==> src/rtl/gpr_pkg.sv <==
package gpr_pkg;
  localparam logic [1:0] SZ_WORD = 2'b00;
  localparam logic [1:0] SZ_LO   = 2'b01;
  localparam logic [1:0] SZ_HI   = 2'b10;
endpackage

==> src/rtl/gpr_legal.sv <==
module gpr_legal #(
  parameter int NREG  = 13,
  parameter int NDATA = 4,
  parameter int SELW  = 4
) (
  input  logic [SELW-1:0] sel,
  input  logic [1:0]      size,
  output logic            illegal
);
  import gpr_pkg::*;
  logic in_range, byte_req, bad_size, word_only;

  always_comb begin
    in_range  = (int'(sel) < NREG);
    byte_req  = (size == SZ_LO) || (size == SZ_HI);
    bad_size  = (size == 2'b11);
    word_only = (int'(sel) >= NDATA);
    illegal   = !in_range || bad_size || (byte_req && word_only);
  end
endmodule

==> src/rtl/gpr_rd_mux.sv <==
module gpr_rd_mux #(
  parameter int NREG  = 13,
  parameter int NDATA = 4,
  parameter int DW    = 16,
  parameter int SELW  = 4
) (
  input  logic [NREG-1:0][DW-1:0] regs,
  input  logic [SELW-1:0]         sel,
  input  logic [1:0]              size,
  output logic [DW-1:0]           rdata,
  output logic                    rerr
);
  import gpr_pkg::*;
  localparam int HW = DW / 2;
  logic [DW-1:0] word;
  logic          illegal;

  gpr_legal #(.NREG(NREG), .NDATA(NDATA), .SELW(SELW)) u_legal (
    .sel(sel), .size(size), .illegal(illegal)
  );

  always_comb begin
    word = '0;
    for (int i = 0; i < NREG; i++) begin
      if (sel == SELW'(i)) word = regs[i];
    end
  end

  always_comb begin
    rdata = '0;
    if (!illegal) begin
      unique case (size)
        SZ_LO:   rdata = {{HW{1'b0}}, word[HW-1:0]};
        SZ_HI:   rdata = {{HW{1'b0}}, word[DW-1:HW]};
        default: rdata = word;
      endcase
    end
  end

  assign rerr = illegal;
endmodule

==> src/rtl/gpr_bank.sv <==
module gpr_bank #(
  parameter int DW    = 16,
  parameter int NDATA = 4,
  parameter int NPTR  = 4,
  parameter int NSEG  = 4,
  localparam int NREG = NDATA + NPTR + NSEG + 1,
  localparam int SELW = $clog2(NREG)
) (
  input  logic            clk,
  input  logic            rst_n,
  input  logic            we,
  input  logic [SELW-1:0] wsel,
  input  logic [1:0]      wsize,
  input  logic [DW-1:0]   wdata,
  output logic            werr,
  input  logic [SELW-1:0] rsel_a,
  input  logic [1:0]      rsize_a,
  output logic [DW-1:0]   rdata_a,
  output logic            rerr_a,
  input  logic [SELW-1:0] rsel_b,
  input  logic [1:0]      rsize_b,
  output logic [DW-1:0]   rdata_b,
  output logic            rerr_b
);
  import gpr_pkg::*;
  localparam int HW = DW / 2;

  logic [NREG-1:0][DW-1:0] regs_q;
  logic                    wr_illegal;

  gpr_legal #(.NREG(NREG), .NDATA(NDATA), .SELW(SELW)) u_wr_legal (
    .sel(wsel), .size(wsize), .illegal(wr_illegal)
  );

  assign werr = we && wr_illegal;

  for (genvar i = 0; i < NREG; i++) begin : g_reg
    logic          en;
    logic [DW-1:0] d;
    logic [DW-1:0] q;

    always_comb begin
      en = we && !wr_illegal && (wsel == SELW'(i));
      unique case (wsize)
        SZ_LO:   d = {q[DW-1:HW], wdata[HW-1:0]};
        SZ_HI:   d = {wdata[HW-1:0], q[HW-1:0]};
        default: d = wdata;
      endcase
    end

    always_ff @(posedge clk or negedge rst_n) begin
      if (!rst_n)  q <= '0;
      else if (en) q <= d;
    end

    assign regs_q[i] = q;
  end

  gpr_rd_mux #(.NREG(NREG), .NDATA(NDATA), .DW(DW), .SELW(SELW)) u_rd_a (
    .regs(regs_q), .sel(rsel_a), .size(rsize_a), .rdata(rdata_a), .rerr(rerr_a)
  );

  gpr_rd_mux #(.NREG(NREG), .NDATA(NDATA), .DW(DW), .SELW(SELW)) u_rd_b (
    .regs(regs_q), .sel(rsel_b), .size(rsize_b), .rdata(rdata_b), .rerr(rerr_b)
  );
endmodule

==> config.mk <==
export PLATFORM = sky130hd
export DESIGN_NAME = gpr_bank
export DESIGN_NICKNAME = d
export VERILOG_FILES = /design/src/rtl/gpr_pkg.sv /design/src/rtl/gpr_legal.sv /design/src/rtl/gpr_rd_mux.sv /design/src/rtl/gpr_bank.sv
export SDC_FILE = /design/constraint.sdc
export NUM_CORES = 1
export LEC_CHECK = 0
export BUFFER_PORTS_ARGS = -buffer_cell sky130_fd_sc_hd__buf_2
export CORE_UTILIZATION = 56
export DETAILED_ROUTE_END_ITERATION = 10
export PLACE_DENSITY = 0.77
export SLEW_MARGIN = 20
export SYNTH_ARGS = -nofsm -noshare
export SYNTH_HDL_FRONTEND = slang
export SYNTH_HIERARCHICAL = 1
export SYNTH_SLANG_ARGS = --single-unit
==> constraint.sdc <==
create_clock -name clk -period 2.25 [get_ports clk]
set_input_delay 0.5625 -clock clk [delete_from_list [all_inputs] [get_ports clk]]
set_output_delay 0.5625 -clock clk [all_outputs]
set_load 0.005 [all_outputs]
==> impl_metrics.tcl <==
set metrics [dict create \
    layout_commonest_cell "dfrtp_1" \
    io_pins 72 \
    finalMaxSlewViolations 0 \
    largest_register_ff_count 208 \
    rsz0062_at_grt "yes" \
    synth_area_leaders "dfrtp_1 (39%), mux2_2 (17%), mux2i_1 (4.1%), o21ai_0 (2.9%), a21oi_1 (2.3%)" \
    largest_register "g.q" \
    dp_hpwl_microns 35100 \
    worstMarginPinSlew_ns 1.07 \
    numPortBuffers 71 \
    outcome "finished with violations" \
    postCtsHoldBufs 0 \
    fin_ws_ns -0.563 \
    critPathKind "input pin to primary output" \
    relSlewSlack_pct 28.4 \
    placementRows 56 \
    clock-sinks 208 \
    post_drt_wl_per_cell_microns 27.7 \
    coreArea_sq_mm 0.0234 \
    routabilityCongestion 1.04 \
    p_per_area_mw_per_mm2 652 \
    initial_utilization_pct 56.9 \
    largest_registers "g.q: 208 flops" \
    cp.required_ns 1.69 \
    avgSynthCellArea_sq_um 10.6 \
    max_cap_viol_count 0 \
    antennaDiodeCount 0 \
    end_kind "primary output" \
    path_cells "buf_12 > buf_12 > clkinvlp_4 > bufbuf_16 > a221o_1 > a221oi_4 > o22ai_2 > buf_2" \
    cts_buffers 25 \
    drtAntennaViolNets 0 \
    cts_buffer_depth 3 \
    fin_cells 1833 \
    grt_pass1_wl_microns 76200 \
    finalCritPeriodShare_pct 125 \
    path_common_cell "buf_12" \
    cts_tree "done" \
    vdd.ir_drop.worst_v 0.000552 \
    vias_per_cell 6.81 \
    synth_cell_types 70 \
    max_freq_ghz 0.356 \
    design_area_sq_mm 0.0179 \
    drt-initial-drc-count 1567 \
    skew_ns 0 \
    area_growth_syn_to_layout_pct 34.5 \
    final_hold_viol_count 0 \
    dr.pass1.iters 6 \
    worstSkewPairLatency_ns 0.52 \
    dieWidth_microns 156 \
    yosysWarnings 6 \
    grt_max_degree 78 \
    fin_setup_tns_ns -15.13 \
    nNetsFinal 1543 \
    cts-root-buf "clkbuf_16" \
    totalWireLength_microns 50700 \
    cpMaxStageDelayCell "a221o_1" \
    synth_cells 1262 \
    drive_above_1_share_pct 50.0 \
    period_needed_ns 2.81 \
    gr-total-overflow 0 \
    clkSlewWorstSetupHoldPaths_ns 0.06 \
    p_leak_uw 0.00810 \
    fp.dieH_microns 156 \
    holdWs_ns 0.0517 \
    htree_levels 1 \
    syn_area_sq_mm 0.0133 \
    mostFrequentLayoutCells "dfrtp_1 (208), mux2_2 (206), buf_4 (164)" \
    place_area_sq_mm 0.0156 \
    synthFlopType "dfrtp_1" \
    cpPeakStageDelay_ns 0.40 \
    antenna_found_initial 0 \
    arrival_ns 2.25 \
    async_flop_share_pct 100 \
    cp-start-kind "input pin" \
    final_core_util_pct 76.6 \
    grt_pass1_vias 12700 \
    synth_edf_count 0 \
    num_vias 12500 \
    yosysTopAreaCell "dfrtp_1" \
    die_area_sq_mm 0.0244 \
    dp_cells 1754 \
    ys_seq_elements 208 \
    finalSetupViolations 32 \
    ys_seq_area_share_pct 39.1 \
    grtUsageTotal_pct 42.1 \
    worstHoldPathType "input pin to asynchronous set/reset pin" \
    synth_top_area_share_pct 39.1 \
    drc 0 \
    failed_checks "setup timing" \
    path_max_fanout 10 \
    synth.net_count 1308 \
]
==> path summary, 6_finish.rpt <==
| path | from | slack [ns] | to | cells past startpoint |
|---|---|---|---|---|
| max in group asynchronous | rst_n | 1.76 | g_reg[12].q[8] | 2 |
| hold / removal | rst_n | 0.05 | g_reg[3].q[2] | 2 |
| min in group clk | g_reg[3].q[1] | 0.52 | g_reg[3].q[1] | 1 |
| setup / recovery | rsel_a[1] | -0.56 | rdata_a[6] | 8 |
| hold reg to reg | g_reg[3].q[1] | 0.52 | g_reg[3].q[1] | 1 |
| setup reg to reg | g_reg[0].q[15] | 1.34 | g_reg[0].q[15] | 2 |
==> cells in the mapped netlist, types with 4 or more instances <==
master / count
nand3_1: 12
o31ai_1: 10
a211oi_2: 8
a221o_1: 14
a22oi_1: 24
nand2_1: 74
ha_1: 9
o311ai_0: 4
nand2b_1: 22
and3b_1: 4
and3_1: 10
o22ai_1: 28
nor2_1: 51
mux2_2: 206
clkbuf_1: 37
a211oi_1: 6
buf_2: 46
nor2b_1: 21
nor4_1: 4
o32a_1: 8
buf_6: 12
mux2_1: 12
inv_1: 12
a32oi_1: 12
nor3_1: 6
nor4b_4: 4
a22o_1: 11
a221oi_1: 8
dfrtp_1: 208
o211a_1: 8
and2_1: 23
mux4_2: 12
nand4b_1: 4
buf_4: 9
a21oi_1: 62
nor3b_1: 11
nand3b_1: 13
nand4_1: 12
mux2i_1: 54
o21ai_0: 78
nand2_2: 18
a211o_1: 4
or2_2: 6
o211ai_1: 15
==> worst max-delay path: cells and delay by family <==
family	cells	cell delay [ns]
buf+inv	5	0.77
compound gates	3	0.92
==> cell families (layout without fill, tap and decap cells) <==
logic type	after synthesis	in the layout	share of synthesized area, %
AO/OA/AOI/OAI	328	328	17.2
AND/OR/NAND/NOR	311	311	13.4
multiplexers	286	286	24.7
flip-flops	208	208	39.1
buffers and inverters	120	372	4.74
adder cells (fa/ha/maj)	9	9	0.845
==> layout make-up <==
class,count,area [sq um]
multi-input cells,934,8420
fillers,1526,5480
inverters,16,73.8
flip-flops and latches,208,5200
clock buffers,31,678
well taps,319,399
repair buffers,312,3020
clock inverters,13,123
==> metal layers <==
metal	global-route usage, %	part of all wire (%)	up-vias	wire (microns)
li1	-	-	5254	-
met5	0	0	-	0
met3	9.50	11	183	5470
met4	16.9	4.6	0	2350
met1	56.6	39	6231	20000
met2	65.9	45	819	22900
==> repair_timing <==
item                                    CTS  global route
gates cloned                              6             0
endpoints found under the setup margin   32            33
pin swaps                                90            36
buffers inserted                         31             2
gates resized for setup                 227            51
==> through the flow <==
step	worst slack [ns]	total power [uW]
finish	-0.563	11700
floorplan	-0.121	6100
CTS	-0.581	11500
detailed placement	-0.745	7200
global route	-0.624	12100
global placement	-0.714	7120
==> power by group <==
group / switching (uW) / internal, uW
logic: 1460 / 1450
registers: 511 / 4250
clock network: 1660 / 2360
(Power assumes the default switching activity.)
